$ cat config.mk
export PLATFORM = sky130hd
export DESIGN_NAME = serial_rx_stat
export DESIGN_NICKNAME = d
export VERILOG_FILES = /design/src/rtl/serial_rx_pkg.sv /design/src/rtl/serial_rx_frame.sv /design/src/rtl/serial_rx_fifo.sv /design/src/rtl/serial_rx_stat.sv
export SDC_FILE = /design/constraint.sdc
export NUM_CORES = 1
export LEC_CHECK = 0
export ABC_AREA = 1
export BUFFER_PORTS_ARGS = -buffer_cell sky130_fd_sc_hd__buf_2
export CAP_MARGIN = 20
export CORE_ASPECT_RATIO = 0.5
export CORE_UTILIZATION = 55
export DETAILED_ROUTE_END_ITERATION = 10
export PLACE_DENSITY = 0.78
export SKIP_LAST_GASP = 1
export SYNTH_ARGS = -nofsm -noshare
export SYNTH_HDL_FRONTEND = slang
export SYNTH_SLANG_ARGS = --single-unit
$ cat constraint.sdc
create_clock -name clk -period 2.89 [get_ports clk]
set_input_delay 0.4335 -clock clk [delete_from_list [all_inputs] [get_ports clk]]
set_output_delay 0.4335 -clock clk [all_outputs]
set_load 0.05 [all_outputs]
$ cat src/rtl/serial_rx_pkg.sv
package serial_rx_pkg;
  localparam int DATA_W = 8;

  typedef struct packed {
    logic brk;
    logic ovr;
    logic ferr;
    logic perr;
  } rx_stat_t;

  // 1 when the parity bit disagrees with the selected sense
  function automatic logic parity_bad(input logic [DATA_W-1:0] d,
                                      input logic pbit, input logic odd);
    return (^d) ^ pbit ^ odd;
  endfunction

  function automatic logic [7:0] chan_addr(input int unsigned ch);
    return 8'h08 + ch[7:0];
  endfunction
endpackage

$ cat src/rtl/serial_rx_frame.sv
module serial_rx_frame
  import serial_rx_pkg::*;
#(
  parameter int OSR = 16
) (
  input  logic              clk,
  input  logic              rst_n,
  input  logic              tick,
  input  logic              rx,
  input  logic              cfg_eight,
  input  logic              cfg_par_en,
  input  logic              cfg_par_odd,
  output logic              done,
  output logic [DATA_W-1:0] dout,
  output rx_stat_t          stat
);
  localparam int CW   = $clog2(OSR);
  localparam int IW   = $clog2(DATA_W);
  localparam int HALF = OSR / 2;

  typedef enum logic [2:0] {S_IDLE, S_START, S_DATA, S_PAR, S_STOP, S_WAITHI} fst_t;

  fst_t              st;
  logic [CW-1:0]     cnt;
  logic [IW-1:0]     idx;
  logic [DATA_W-1:0] sh;
  logic              pbit, allz;
  logic [1:0]        sync;
  logic              rx_s;
  logic [IW-1:0]     last_idx;

  assign rx_s     = sync[1];
  assign last_idx = cfg_eight ? IW'(DATA_W-1) : IW'(DATA_W-2);

  always_ff @(posedge clk or negedge rst_n) begin
    if (!rst_n) sync <= 2'b11;
    else        sync <= {sync[0], rx};
  end

  always_ff @(posedge clk or negedge rst_n) begin
    if (!rst_n) begin
      st <= S_IDLE; cnt <= '0; idx <= '0; sh <= '0;
      pbit <= 1'b0; allz <= 1'b0; done <= 1'b0;
      dout <= '0; stat <= '0;
    end else begin
      done <= 1'b0;
      if (tick) begin
        case (st)
          S_IDLE: if (!rx_s) begin st <= S_START; cnt <= '0; end
          S_START:
            if (cnt == CW'(HALF-1)) begin
              cnt <= '0;
              if (!rx_s) begin st <= S_DATA; idx <= '0; sh <= '0; allz <= 1'b1; end
              else st <= S_IDLE;
            end else cnt <= cnt + 1'b1;
          S_DATA:
            if (cnt == CW'(OSR-1)) begin
              cnt     <= '0;
              sh[idx] <= rx_s;
              allz    <= allz & ~rx_s;
              if (idx == last_idx) st <= cfg_par_en ? S_PAR : S_STOP;
              else idx <= idx + 1'b1;
            end else cnt <= cnt + 1'b1;
          S_PAR:
            if (cnt == CW'(OSR-1)) begin
              cnt <= '0; pbit <= rx_s; allz <= allz & ~rx_s; st <= S_STOP;
            end else cnt <= cnt + 1'b1;
          S_STOP:
            if (cnt == CW'(OSR-1)) begin
              cnt       <= '0;
              done      <= 1'b1;
              dout      <= sh;
              stat.perr <= cfg_par_en & parity_bad(sh, pbit, cfg_par_odd);
              stat.ferr <= ~rx_s;
              stat.brk  <= ~rx_s & allz;
              stat.ovr  <= 1'b0;
              st        <= rx_s ? S_IDLE : S_WAITHI;
            end else cnt <= cnt + 1'b1;
          S_WAITHI: if (rx_s) st <= S_IDLE;
          default: st <= S_IDLE;
        endcase
      end
    end
  end
endmodule

$ cat src/rtl/serial_rx_fifo.sv
module serial_rx_fifo #(
  parameter int W     = 8,
  parameter int DEPTH = 4
) (
  input  logic                       clk,
  input  logic                       rst_n,
  input  logic                       push,
  input  logic [W-1:0]               din,
  input  logic                       pop,
  output logic [W-1:0]               dout,
  output logic                       empty,
  output logic                       full,
  output logic [$clog2(DEPTH+1)-1:0] count
);
  localparam int AW = (DEPTH > 1) ? $clog2(DEPTH) : 1;
  localparam int CW = $clog2(DEPTH+1);

  logic [W-1:0]  mem [DEPTH];
  logic [AW-1:0] wptr, rptr;
  logic [W-1:0]  last;
  logic          do_push, do_pop;

  function automatic logic [AW-1:0] step(input logic [AW-1:0] p);
    return (p == AW'(DEPTH-1)) ? '0 : p + 1'b1;
  endfunction

  assign empty   = (count == '0);
  assign full    = (count == CW'(DEPTH));
  assign do_push = push & ~full;
  assign do_pop  = pop & ~empty;
  assign dout    = empty ? last : mem[rptr];

  always_ff @(posedge clk) begin
    if (do_push) mem[wptr] <= din;
  end

  always_ff @(posedge clk or negedge rst_n) begin
    if (!rst_n) begin
      wptr <= '0; rptr <= '0; count <= '0; last <= '0;
    end else begin
      if (do_push) wptr <= step(wptr);
      if (do_pop) begin
        rptr <= step(rptr);
        last <= mem[rptr];
      end
      count <= count + CW'(do_push) - CW'(do_pop);
    end
  end
endmodule

$ cat src/rtl/serial_rx_stat.sv
module serial_rx_stat
  import serial_rx_pkg::*;
#(
  parameter int CHAN  = 0,
  parameter int DEPTH = 4,
  parameter int OSR   = 16
) (
  input  logic        clk,
  input  logic        rst_n,
  input  logic        sample_tick,
  input  logic        rx_line,
  input  logic        cfg_eight,
  input  logic        cfg_par_en,
  input  logic        cfg_par_odd,
  input  logic        rd_en,
  input  logic [7:0]  rd_addr,
  output logic        rx_avail,
  output logic [7:0]  rd_data,
  output logic        rd_perr,
  output logic        rd_ferr,
  output logic        rd_ovr,
  output logic        rd_brk
);
  localparam logic [7:0] MY_ADDR = chan_addr(CHAN);
  localparam int         CNTW    = $clog2(DEPTH+1);
  localparam int         SW      = $bits(rx_stat_t);

  logic              fr_done;
  logic [DATA_W-1:0] fr_data;
  rx_stat_t          fr_stat;

  logic              hold_valid;
  logic [DATA_W-1:0] hold_data;
  rx_stat_t          hold_stat;

  logic              push, pop, occupied, ovr_evt, addr_hit;
  logic              d_empty, d_full, s_empty, s_full;
  logic [CNTW-1:0]   d_cnt, s_cnt;
  logic [SW-1:0]     s_out;
  rx_stat_t          out_stat;

  serial_rx_frame #(.OSR(OSR)) u_frame (
    .clk(clk), .rst_n(rst_n), .tick(sample_tick), .rx(rx_line),
    .cfg_eight(cfg_eight), .cfg_par_en(cfg_par_en), .cfg_par_odd(cfg_par_odd),
    .done(fr_done), .dout(fr_data), .stat(fr_stat)
  );

  assign push     = hold_valid & ~d_full;
  assign occupied = hold_valid & ~push;
  assign ovr_evt  = fr_done & occupied;
  assign addr_hit = (rd_addr == MY_ADDR);
  assign pop      = rd_en & addr_hit & ~d_empty;

  always_ff @(posedge clk or negedge rst_n) begin
    if (!rst_n) begin
      hold_valid <= 1'b0; hold_data <= '0; hold_stat <= '0;
    end else begin
      if (push) hold_valid <= 1'b0;
      if (fr_done) begin
        if (occupied) hold_stat.ovr <= 1'b1;
        else begin
          hold_valid <= 1'b1;
          hold_data  <= fr_data;
          hold_stat  <= fr_stat;
        end
      end
    end
  end

  serial_rx_fifo #(.W(DATA_W), .DEPTH(DEPTH)) u_dq (
    .clk(clk), .rst_n(rst_n), .push(push), .din(hold_data), .pop(pop),
    .dout(rd_data), .empty(d_empty), .full(d_full), .count(d_cnt)
  );

  serial_rx_fifo #(.W(SW), .DEPTH(DEPTH)) u_sq (
    .clk(clk), .rst_n(rst_n), .push(push), .din(hold_stat), .pop(pop),
    .dout(s_out), .empty(s_empty), .full(s_full), .count(s_cnt)
  );

  assign out_stat = rx_stat_t'(s_out);
  assign rx_avail = ~d_empty;
  assign rd_perr  = out_stat.perr;
  assign rd_ferr  = out_stat.ferr;
  assign rd_ovr   = out_stat.ovr;
  assign rd_brk   = out_stat.brk;
endmodule

**Word level (Yosys, flattened, before mapping)**

Memories as Yosys holds them, arrays and structs flattened.
Cells that the tools add are included.
W data, S select, Z words.

- Register bits after elaboration: 73
- Memory bits (writable): 48
- Output and inout bits: 13
- Word-level logic and storage cells: 151
- Memories: 2

Memories:

| memory | depth | width | read ports | clocked after memory_dff | write ports | line | source |
|---|---|---|---|---|---|---|---|
| u_dq.mem | 4 | 8 | 1 | 0 | 1 | serial_rx_fifo.sv:18 | `logic [W-1:0] mem [DEPTH];` |
| u_sq.mem | 4 | 4 | 1 | 0 | 1 | serial_rx_fifo.sv:18 |  |

- Add/subtract/negate cells: 10
- Magnitude comparators: 2
- Eq/ne operators: 25
- Multiplexer cells: 49
- Bitwise gates (word level): 19
- Reductions and logical operators: 18

Operator list:

| operator | count |
|---|---|
| $mux W3 | 13 |
| $mux W8 | 4 |
| $pmux W3 S6 | 1 |
| $mux W1 | 16 |
| $mux W4 | 4 |
| $pmux W8 S2 | 1 |
| $ne A2 B1 Y1 const B | 7 |
| $eq A3 B3 Y1 const B | 4 |
| $pmux W4 S3 | 1 |
| $and A1 B1 Y1 | 10 |
| $mux W2 | 5 |
| $reduce_and A5 Y1 | 2 |
| $logic_not A3 Y1 | 3 |
| $reduce_and A3 Y1 | 3 |
| $add A2 B1 Y2 const B | 4 |
| $bwmux W8 | 1 |
| $eq A2 B2 Y1 const B | 4 |
| $eq A8 B4 Y1 const B | 1 |
| $reduce_and A8 Y1 | 1 |
| $reduce_xor A8 Y1 | 1 |
| $not A1 Y1 | 7 |
| $add A3 B1 Y3 | 2 |
| $eq A3 B2 Y1 const B | 2 |
| $ne A2 B2 Y1 const B | 3 |
| 20 further kinds | 23 |

**Logic depth before layout (Yosys ltp)**

- Depth in word-level cells: 7
- Gate-level depth with buffers: 12
- Mapped depth without buffers: 12

**Modules after synthesis**

Synthesis repeated with hierarchy kept, for this count alone.

- Cells, all modules: 643
- Area, all modules: 5836.8 um^2

By module, submodules not included:

| module | instances | cells each | area each (um^2) | seq. area each (um^2) |
|---|---|---|---|---|
| serial_rx_fifo (u_dq) | 1 | 196 | 2087.0 | 1336.3 |
| serial_rx_frame | 1 | 256 | 1924.3 | 853.3 |
| serial_rx_fifo (u_sq) | 1 | 124 | 1263.7 | 755.7 |
| serial_rx_stat | 1 | 67 | 561.8 | 325.3 |

**Worst setup path after synthesis**

Ideal clock, no wire load.

- Kind: register to output
- From: register u_dq.rptr[0]
- To: output port rd_data[6]
- Data arrival time: 2177 ps
- Slack: 280 ps
- Stages on the path, launching flop included: 7
- Path buffers: 2
- Cell sequence: dfrtp_1 > buf_2 > clkinv_1 > buf_2 > nand2_1 > a32o_1 > o21ai_0

- Cells in the longest elaborated chain, start to end: 2

Ends and longest elaborated chain:

| item | line | source |
|---|---|---|
| start, declared | serial_rx_fifo.sv:19 | `logic [AW-1:0] wptr, rptr;` |
| start signal, assigned | serial_rx_fifo.sv:43 | `rptr <= step(rptr);` |
| $mem_v2 Z4 W8 | - |  |
| $mux W8 | serial_rx_fifo.sv:31 | `assign dout = empty ? last : mem[rptr];` |
| end, declared | serial_rx_stat.sv:18 | `output logic [7:0] rd_data,` |

Every way passes these cells.

**Final worst setup path**

- From: register u_sq.count[1]
- To: register u_sq.count[2]

RTL lines:

| item | line | source |
|---|---|---|
| start, declared | serial_rx_fifo.sv:13 | `output logic [$clog2(DEPTH+1)-1:0] count` |
| start signal, assigned | serial_rx_fifo.sv:46 | `count <= count + CW'(do_push) - CW'(do_pop);` |
| $logic_not A3 Y1 | serial_rx_fifo.sv:27 | `assign empty = (count == '0);` |
| $not A1 Y1 | serial_rx_fifo.sv:30 | `assign do_pop = pop & ~empty;` |
| $and A1 B1 Y1 | serial_rx_fifo.sv:30 |  |
| via u_sq.do_pop | serial_rx_fifo.sv:21 | `logic do_push, do_pop;` |
| $sub A3 B1 Y3 | serial_rx_fifo.sv:46 |  |

The timed path passes the listed nets, and every way through them passes these cells.
A chain may end at the register's enable or synchronous reset.

==> impl_metrics.csv <==
group,metric,value,unit
status,status,"finished, final reports clean",
critical_path,worstPathArrival,2.83,ns
placement,io_buffer_count,28,
global_routing,grt_first_pass_wirelength,17820,µm
cts,cts_buffers,17,
logic_synthesis,yosys.area.top_type,"dfrtp_1",
logic_synthesis,netlist_instances,585,
critical_path,critPathLaunchType,"flop",
power_and_ir_drop,ir_drop,0.0004336,V
logic_synthesis,post-synth-top-count-cell,"nand2_1",
placement,dpl_cell_area,0.005816,mm²
die,die_y,73.12,µm
layout,drive_gt1_frac,0.1341,
layout,diodes,0,
logic_synthesis,synth_area,0.005563,mm²
placement,hpwlAfterDp,7000,µm
drt,finalWirelength,10620,µm
logic_synthesis,ys_types,33,
drt,route.detailed.drc,0,
critical_path,crit_chain,"nor2_1, inv_1, nor2_2, inv_1, nand2_1, inv_1, ha_1, inv_1, ha_1, inv_1, fa_1, xnor2_1",
global_routing,grt_overflow,0,
timing,timing.slew.headroom,0.3911,
timing,hold_viol,0,
drt,wl_per_cell,13.81,µm
logic_synthesis,yosysTopAreaCellShare,0.3194,
logic_synthesis,syn_area_per_cell,9.509,µm²
critical_path,critical-path-top-delay-family,"adder cells",
logic_synthesis,yosys_warnings,0,
layout,final_area,0.006377,mm²
die,die_x,144.2,µm
cts,postCtsSetupRepairBufs,0,
timing,clock-skew-final,0.008427,ns
timing,timing.fmax,0.3952,GHz
die,dieArea,0.01055,mm²
drt,dr.max_layer_used,"met4",
logic_synthesis,synth_fp_nets,619,
drt,ant_nets,0,
logic_synthesis,yosys-top-cells-area,"dfrtp_1 (32%), edfxtp_1 (26%), nand2_1 (12%)",
die,rows,25,
timing,tns,0,ns
timing,setup_violations,0,
cts,cts.sinks,121,
timing,fin_crit_sh,0.8756,
drt,vias_per_cell,5.189,
global_routing,grt_pass1_vias,3878,
timing,rsz0062_at_grt,"no",
critical_path,cp.required,3.19,ns
critical_path,critical-path-slowest-cell,"dfrtp_1",
drt,dr_wl_met3,530,µm
critical_path,cp.buffers_inverters,5,
power_and_ir_drop,power_density,739.4,mW/mm²
die,initial_utilization,0.5774,
critical_path,end_kind,"flop",
timing,fin_crit,2.531,ns
cts,clk_latency,0.41,ns
global_routing,grt_max_degree,74,
critical_path,cp_common_cell,"inv_1",
logic_synthesis,yosysSeqAreaShare,0.5879,
global_routing,track_usage,0.2266,
cts,tritoncts,"yes",
logic_synthesis,ys.flop_type,"dfrtp_1",
placement,place.gp.congestion,0.8388,
logic_synthesis,async_flop_share,0.6033,
critical_path,slowest_delay,0.42,ns
cts,path_clk_slew,0.06,ns
logic_synthesis,synth-edff-count,48,
die,ios,29,
drt,drt-initial-drc-count,209,
drt,met1_length,4773,µm
layout,nNetsFinal,655,
cts,clock_path_buffers,2,
power_and_ir_drop,p_leak,2.774,nW
cts,cts_root_buf,"clkbuf_16",
logic_synthesis,yosys-top-cells-count,"nand2_1 (173), dfrtp_1 (71), inv_1 (52), o21ai_0 (52), edfxtp_1 (48)",
hold_path,hp-class,"input pin to flop",
timing,slew_viol_final,0,
cts,cts_repair_resize_count,0,
layout,syn_to_final_growth,14.64,%
flow_run,maxCapViolations,0,
drt,dr_wl_met2,5144,µm
critical_path,cp_max_fo,11,
global_routing,antenna_found_initial,0,
drt,vias,3990,
drt,first_pass_iters,4,
cts,htreeDepth,4,
cts,holdBufCountCts,0,
critical_path,worstSetupPathType,"flop to flop",
logic_synthesis,ys_ff_latch,121,
timing,worst_pin_slew,0.9134,ns
die,fp.coreArea,0.009634,mm²
sequential cells by signal (all words and copies together), names as in the netlist, 3 cells and up:
signal and cells:
u_dq.last 8, u_frame.cnt 4, u_sq.last 4, u_frame.sh 8, u_dq.count 3, u_sq.count 3
u_frame.st 3, u_frame.idx 3, u_frame.stat 3, u_sq.mem 16, u_dq.mem 32, u_frame.dout 8
hold_stat 4, hold_data 8
per-layer routing:
| metal | vias up | GRT usage |
|---|---|---|
| li1 | 2005 | - |
| met1 | 1873 | 0.2779 |
| met4 | 0 | 0.1123 |
| met3 | 18 | 0.05249 |
| met2 | 94 | 0.3843 |
| met5 | - | 0 |
final cells by class:
| cell class | instances | area [µm²] |
|---|---|---|
| Clock buffer | 19 | 432.9 |
| Clock inverter | 13 | 128.9 |
| Fill cell | 732 | 3257 |
| Inverter | 65 | 244.0 |
| Multi-Input combinational cell | 385 | 1967 |
| Sequential cell | 121 | 3271 |
| Tap cell | 135 | 168.9 |
| Timing Repair Buffer | 31 | 165.2 |
power breakdown:
part,switching [mW],total (mW),internal [mW]
clock,0.742,2.00,1.26
combinational,0.486,0.721,0.236
sequential,0.120,1.99,1.87
worst reg2reg max path, cell delays in order (launching register included):
cell and delay [ns]:
dfrtp_1 0.42, nor2_1 0.18, inv_1 0.07, nor2_2 0.26, inv_1 0.07, nand2_1 0.27
inv_1 0.13, ha_1 0.28, inv_1 0.05, ha_1 0.12, inv_1 0.05, fa_1 0.37
xnor2_1 0.14
cell usage in the layout (no fill, tap or decap), types with 5 or more instances in the layout:
| master | n |
|---|---|
| clkinv_2 | 5 |
| clkinv_1 | 6 |
| inv_2 | 8 |
| nor2_1 | 37 |
| dfrtp_1 | 71 |
| a21oi_1 | 20 |
| nand3_1 | 24 |
| o21ai_1 | 12 |
| nor3_1 | 8 |
| edfxtp_1 | 48 |
| o21ai_0 | 52 |
| a32o_1 | 12 |
| xnor2_1 | 5 |
| clkbuf_16 | 17 |
| buf_2 | 27 |
| ha_1 | 16 |
| inv_1 | 52 |
| nand2_1 | 173 |
logic make-up after synthesis:
kind of cell,share of synthesized area
compound gates,0.1046
flops,0.5879
simple gates,0.1948
xor+xnor,0.01102
fa+ha+maj,0.04318
buf+inv,0.05848
worst paths after layout:
path,startpoint,to,slack [ns],depth (start not counted)
worst max-delay path,u_sq.count[1],u_sq.count[2],0.36,12
worst min-delay path,rx_line,u_frame.sync[0],0.13,1
worst max register to register,u_sq.count[1],u_sq.count[2],0.36,12
worst min register to register,u_frame.sync[0],u_frame.sync[1],0.36,0
max in group asynchronous,rst_n,u_dq.last[5],2.14,1
min in group asynchronous,rst_n,u_frame.st[2],0.15,1
stage by stage:
step	cells	power, mW	utilization	hold slack (ns)	setup slack, ns
floorplan	585	2.580	-	0.1379	0.2799
global placement	737	2.715	0.6036	0.3502	0.4993
detailed placement	737	2.740	0.6036	0.3529	0.3880
CTS	769	4.738	0.6619	0.1103	0.3710
global route	769	4.931	0.6619	0.1191	0.1254
finish	769	4.715	0.6619	0.1256	0.3595
Note: power is estimated with default switching activity, not from simulation.
